<file path="src/rtl/dram_ref_pkg.sv">
`timescale 1ns/1ps
package dram_ref_pkg;
  localparam int PERIOD_W = 12;
  localparam int CNT_W    = 6;
  localparam logic [PERIOD_W-1:0] PERIOD_RST = 12'h30C;
  localparam int CFG_W    = PERIOD_W + CNT_W + 2;

  typedef struct packed {
    logic                adv_en;
    logic                pd_en;
    logic [CNT_W-1:0]    cnt;
    logic [PERIOD_W-1:0] period;
  } cfg_t;
endpackage

</file>
<file path="src/rtl/ref_timer.sv">
`timescale 1ns/1ps
module ref_timer
  import dram_ref_pkg::*;
(
  input  logic                clk_i,
  input  logic                rst_ni,
  input  logic                period_we_i,
  input  logic [PERIOD_W-1:0] period_i,
  input  logic                chan_any_i,
  input  logic                ack_i,
  output logic                req_o
);
  logic [PERIOD_W-1:0] period_q, cur_q, elapsed_q;
  logic req_q, active;

  assign active = chan_any_i && (period_q != '0) && (cur_q != '0);

  always_ff @(posedge clk_i or negedge rst_ni) begin
    if (!rst_ni) begin
      period_q  <= PERIOD_RST;
      cur_q     <= PERIOD_RST;
      elapsed_q <= '0;
      req_q     <= 1'b0;
    end else begin
      if (period_we_i) period_q <= period_i;
      if (ack_i) begin
        req_q     <= 1'b0;
        elapsed_q <= '0;
        cur_q     <= period_q;
      end else if (!active) begin
        // stopped: hold count, pick up new period
        cur_q <= period_q;
        if (cur_q == '0) elapsed_q <= '0;
      end else if (!req_q) begin
        if (elapsed_q >= cur_q - PERIOD_W'(1)) begin
          req_q     <= 1'b1;
          elapsed_q <= '0;
        end else begin
          elapsed_q <= elapsed_q + PERIOD_W'(1);
        end
      end
    end
  end

  assign req_o = req_q;

  AST_REQ_HELD: assert property (@(posedge clk_i) disable iff (!rst_ni)
    req_q && !ack_i |=> req_q);
  AST_ACK_CLEARS: assert property (@(posedge clk_i) disable iff (!rst_ni)
    ack_i |=> !req_q);
  AST_NO_REQ_CH_OFF: assert property (@(posedge clk_i) disable iff (!rst_ni)
    !chan_any_i && !req_q |=> !req_q);
  AST_ZERO_PERIOD: assert property (@(posedge clk_i) disable iff (!rst_ni)
    period_q == '0 && !req_q |=> !req_q);
endmodule

</file>
<file path="src/rtl/init_countdown.sv">
`timescale 1ns/1ps
module init_countdown
  import dram_ref_pkg::*;
(
  input  logic             clk_i,
  input  logic             rst_ni,
  input  logic             load_i,
  input  logic [CNT_W-1:0] val_i,
  input  logic             ack_i,
  output logic [CNT_W-1:0] cnt_o
);
  logic [CNT_W-1:0] cnt_q;

  always_ff @(posedge clk_i or negedge rst_ni) begin
    if (!rst_ni)                     cnt_q <= '0;
    else if (load_i)                 cnt_q <= val_i;
    else if (ack_i && cnt_q != '0)   cnt_q <= cnt_q - CNT_W'(1);
  end

  assign cnt_o = cnt_q;

  AST_CNT_NO_WRAP: assert property (@(posedge clk_i) disable iff (!rst_ni)
    !load_i && cnt_q == '0 |=> cnt_q == '0);
  AST_CNT_STEP: assert property (@(posedge clk_i) disable iff (!rst_ni)
    !load_i && ack_i && cnt_q != '0 |=> cnt_q == $past(cnt_q) - CNT_W'(1));
endmodule

</file>
<file path="src/rtl/cke_ctrl.sv">
`timescale 1ns/1ps
module cke_ctrl (
  input  logic clk_i,
  input  logic rst_ni,
  input  logic pd_en_i,
  input  logic adv_i,
  input  logic idle_i,
  input  logic wake_i,
  output logic cke_o,
  output logic ready_o
);
  logic cke_want, cke_r, cke_prev;

  assign cke_want = !(pd_en_i && idle_i && !wake_i);

  always_ff @(posedge clk_i or negedge rst_ni) begin
    if (!rst_ni) begin
      cke_r    <= 1'b1;
      cke_prev <= 1'b1;
    end else begin
      cke_r    <= cke_want;
      cke_prev <= cke_o;
    end
  end

  // advance mode bypasses the output register
  assign cke_o   = adv_i ? cke_want : cke_r;
  assign ready_o = cke_o && cke_prev;

  AST_READY_NEEDS_CKE: assert property (@(posedge clk_i) disable iff (!rst_ni)
    ready_o |-> cke_o && $past(cke_o));
  AST_WAKE_NORMAL: assert property (@(posedge clk_i) disable iff (!rst_ni)
    !adv_i && wake_i |=> (cke_o || adv_i));
  AST_WAKE_ADV: assert property (@(posedge clk_i) disable iff (!rst_ni)
    adv_i && wake_i |-> cke_o);
endmodule

</file>
<file path="src/rtl/dram_refresh_pd.sv">
`timescale 1ns/1ps
module dram_refresh_pd
  import dram_ref_pkg::*;
#(
  parameter int NCH = 2
) (
  input  logic             clk_i,
  input  logic             rst_ni,
  input  logic             cfg_we_i,
  input  logic [CFG_W-1:0] cfg_wdata_i,
  input  logic [NCH-1:0]   chan_en_i,
  input  logic             ctrl_idle_i,
  input  logic             op_pend_i,
  input  logic             ref_ack_i,
  output logic             ref_req_o,
  output logic             cke_o,
  output logic             cmd_ready_o,
  output logic [CNT_W-1:0] init_cnt_o
);
  cfg_t wcfg;
  logic pd_q, adv_q, req;

  assign wcfg = cfg_t'(cfg_wdata_i);

  always_ff @(posedge clk_i or negedge rst_ni) begin
    if (!rst_ni) begin
      pd_q  <= 1'b0;
      adv_q <= 1'b0;
    end else if (cfg_we_i) begin
      pd_q  <= wcfg.pd_en;
      adv_q <= wcfg.adv_en;
    end
  end

  ref_timer i_timer (
    .clk_i, .rst_ni,
    .period_we_i (cfg_we_i),
    .period_i    (wcfg.period),
    .chan_any_i  (|chan_en_i),
    .ack_i       (ref_ack_i),
    .req_o       (req)
  );

  init_countdown i_count (
    .clk_i, .rst_ni,
    .load_i (cfg_we_i),
    .val_i  (wcfg.cnt),
    .ack_i  (ref_ack_i),
    .cnt_o  (init_cnt_o)
  );

  cke_ctrl i_cke (
    .clk_i, .rst_ni,
    .pd_en_i (pd_q),
    .adv_i   (adv_q),
    .idle_i  (ctrl_idle_i),
    .wake_i  (op_pend_i || req),
    .cke_o   (cke_o),
    .ready_o (cmd_ready_o)
  );

  assign ref_req_o = req;
endmodule

</file>
<file path="config.mk">
export PLATFORM = sky130hd
export DESIGN_NAME = dram_refresh_pd
export DESIGN_NICKNAME = d
export VERILOG_FILES = /design/src/rtl/dram_ref_pkg.sv /design/src/rtl/ref_timer.sv /design/src/rtl/init_countdown.sv /design/src/rtl/cke_ctrl.sv /design/src/rtl/dram_refresh_pd.sv
export SDC_FILE = /design/constraint.sdc
export NUM_CORES = 1
export LEC_CHECK = 0
export BUFFER_PORTS_ARGS = -buffer_cell sky130_fd_sc_hd__buf_4
export CAP_MARGIN = 0
export CORE_ASPECT_RATIO = 1.5
export CORE_MARGIN = 2
export CORE_UTILIZATION = 59
export DETAILED_ROUTE_END_ITERATION = 10
export PLACE_DENSITY = 0.84
export SLEW_MARGIN = 20
export SYNTH_ARGS = -nofsm -noshare
export SYNTH_HDL_FRONTEND = slang
export SYNTH_SLANG_ARGS = --single-unit
export TNS_END_PERCENT = 20
</file>
<file path="constraint.sdc">
create_clock -name clk_i -period 6.3 [get_ports clk_i]
set_input_delay 0.63 -clock clk_i [delete_from_list [all_inputs] [get_ports clk_i]]
set_output_delay 0.63 -clock clk_i [all_outputs]
set_load 0.005 [all_outputs]
</file>
==> flow_metrics.py <==
metrics = {
    "status": {
        "status": "finished clean",
    },
    "setup_path": {
        "cp_cell_sequence": "or4_4 > nor2_1 > nand2_1 > or4_1 > xor2_1 > ha_1 > a21o_1 > a221o_1 > a31o_2 > o41ai_1",
        "critPathCaptureType": "flip-flop",
        "worstSetupPathType": "flip-flop to flip-flop",
        "crit_slowest_cell": "or4_4",
        "cp-start-kind": "flip-flop",
        "arrival_ns": 3.60,
        "cpLargestDelayFamily": "simple AND/OR/NAND/NOR gates",
        "regToRegSetupSlack_ns": 2.89,
        "cp_max_fo": 13,
        "slowest_delay_ns": 0.57,
        "worst_ep_required_time_ns": 6.49,
        "path_buf_inv": 0,
    },
    "logic_synthesis": {
        "synth_fp_nets": 286,
        "synth-adder-area-share_pct": 7.90,
        "synth-main-ff-cell": "dfrtp_1",
        "synth-simple-area-share_pct": 11.6,
        "synth_xor_area_share_pct": 7.81,
        "synth_top_family_by_area": "compound AO/OA/AOI/OAI gates",
        "synth_seq_cells": 47,
        "yosys-top-cells-area": "dfrtp_1 34%, mux2_2 10%, dfstp_2 9.8%, ha_1 7.9%, xor2_1 5.5%",
        "synth_area_leader_cell": "dfrtp_1",
        "synth.most_common_cell": "dfrtp_1",
        "synthArstFlopShare_pct": 100,
        "ys_seq_area_share_pct": 44.2,
        "synth_edf_count": 0,
        "synth.avg_cell_area_sq_um": 11.2,
        "synth_compound_area_share_pct": 13.2,
        "synth_cells": 241,
        "synth_common_cells": "37 x dfrtp_1, 25 x mux2_2, 21 x nand2_1, 17 x ha_1, 17 x xor2_1",
        "synth_area_sq_um": 2690,
        "ys_types": 44,
        "synth.top_cell.area_share_pct": 34.4,
        "yosysWarnings": 0,
        "synth_mux_area_share_pct": 10.5,
    },
    "worst_hold_path": {
        "hold_path_class": "input pin to asynchronous set/reset pin",
    },
    "detailed_routing": {
        "first_pass_iters": 4,
        "via_per_inst": 5.87,
        "dr_total_vias": 1909,
        "drt-initial-drc-count": 78,
        "wl_per_cell_microns": 15.4,
        "drc": 0,
        "antenna_left": 0,
        "drt_wl_total_microns": 5010,
    },
    "sta": {
        "drv_slew": 0,
        "tightest_slew_ns": 0.585,
        "rsz0062_at_grt": "no",
        "max_slew_margin_pct": 61.0,
        "period_needed_ns": 3.41,
        "hold_viol": 0,
        "fin_crit_sh_pct": 54.1,
        "setup_viol": 0,
        "clock_skew_ns": 0.00573,
        "timing.fmax_mhz": 293,
        "postLayoutSetupSlackWorst_ns": 2.89,
        "tns_ns": 0,
    },
    "die": {
        "coreArea_sq_um": 4470,
        "die_h_microns": 86.7,
        "dieArea_sq_um": 5130,
        "io_pins": 37,
        "fp-row-count": 30,
        "start_util_pct": 60.3,
        "fp.dieW_microns": 59.1,
    },
    "layout": {
        "drive_above_1_share_pct": 34.7,
        "n_antenna_cell": 0,
        "area_growth_pct": 14.1,
        "finish.net_count": 321,
        "final_area_sq_um": 3070,
    },
    "place": {
        "dpl_cell_area_sq_um": 2950,
        "dp_slack_ns": 2.90,
        "port_buffers": 36,
        "routabilityCongestion": 0.831,
        "dpl.hpwl_microns": 3660,
    },
    "clock_tree": {
        "clock_latency_ns": 0.30,
        "tritoncts": "yes",
        "htreeDepth": 2,
        "cts-root-buf": "clkbuf_8",
        "cts_buffer_depth": 2,
        "clkTransAtPathRegs_ns": 0.09,
        "cts_inserted_buffers": 5,
        "clock-sinks": 47,
        "cts_hold_buf": 0,
        "cts_resized": 0,
        "cts_setup_buffers": 0,
    },
    "global_routing": {
        "antenna_found_initial": 0,
        "gr-total-overflow": 0,
        "grt_pass1_wl_microns": 8510,
        "grt_pass1_vias": 1923,
        "grt_max_degree": 48,
        "gr-usage-all-layers_pct": 21.7,
    },
    "flow_run": {
        "drv_cap": 0,
    },
    "power": {
        "power.total_w": 0.000733,
        "p_leak_nw": 1.34,
        "irDropWorstVdd_v": 0.000185,
        "p_per_area_nw_per_um2": 239,
    },
}
## routing by layer
layer	vias to the layer above	share of wire, %	global-route usage (%)
li1	935	-	-
met1	923	40	25.4
met2	38	54	37.7
met3	13	3.2	4.03
met4	0	2.4	9.92
met5	-	0	0
## cells by family (layout without fill, tap and decap cells)
kind of cell / after synthesis / count (layout)
mux: 25 / 25
compound gates: 47 / 47
buf+inv: 20 / 56
simple gates: 61 / 61
fa+ha+maj: 17 / 17
flops: 47 / 47
xor+xnor: 24 / 24
## sequential cells by signal (all words and copies together) (netlist names)
register           count
i_timer.cur_q         12
i_timer.elapsed_q     12
i_timer.period_q      12
i_count.cnt_o          6
adv_q                  1
i_cke.cke_prev         1
i_cke.cke_r            1
i_timer.req_o          1
pd_q                   1
## power by group
part | switching [W] | internal, W | leakage [nW]
Sequential | 0.0000292 | 0.000335 | 0.569
Combinational | 0.0000627 | 0.0000693 | 0.712
Clock | 0.000106 | 0.000131 | 0.0618
## path summary, 6_finish.rpt
check / endpoint / cells past startpoint / from
max: i_timer.elapsed_q[1] / 10 / i_timer.cur_q[5]
min in group clk_i: i_cke.cke_r / 1 / pd_q
max reg2reg: i_timer.elapsed_q[1] / 10 / i_timer.cur_q[5]
min reg2reg: i_cke.cke_r / 1 / pd_q
max in group asynchronous: i_timer.elapsed_q[11] / 1 / rst_ni
min: i_count.cnt_o[4] / 1 / rst_ni
## layout make-up
type                       instances  area, sq um
fill                             320         1400
multi-input combinational        174         1380
sequential                        47         1190
timing repair buffer              38          285
clock buffer                       6         82.6
tap                               48         60.1
clock inverter                     2         38.8
inverter                          10         37.5
## stage by stage
step	hold slack, ns	std cells	util (%)
final	0.314	325	68.7
after global routing	0.368	325	68.7
after CTS	0.343	325	68.7
after detailed placement	0.490	317	66.0
after global placement	0.482	317	66.0
after floorplan	0.334	241	-
## placed cells by master (no fill, tap or decap), drive strengths merged, types with 6 or more instances in the layout
master,count
buf,38
dfrtp,37
mux2,25
nand2,21
o21ai,19
xor2,17
ha,17
nor2,12
inv,11
dfstp,10
a211oi,10
xnor2,7
nor3,6
clkbuf,6
(Power assumes the default switching activity.)
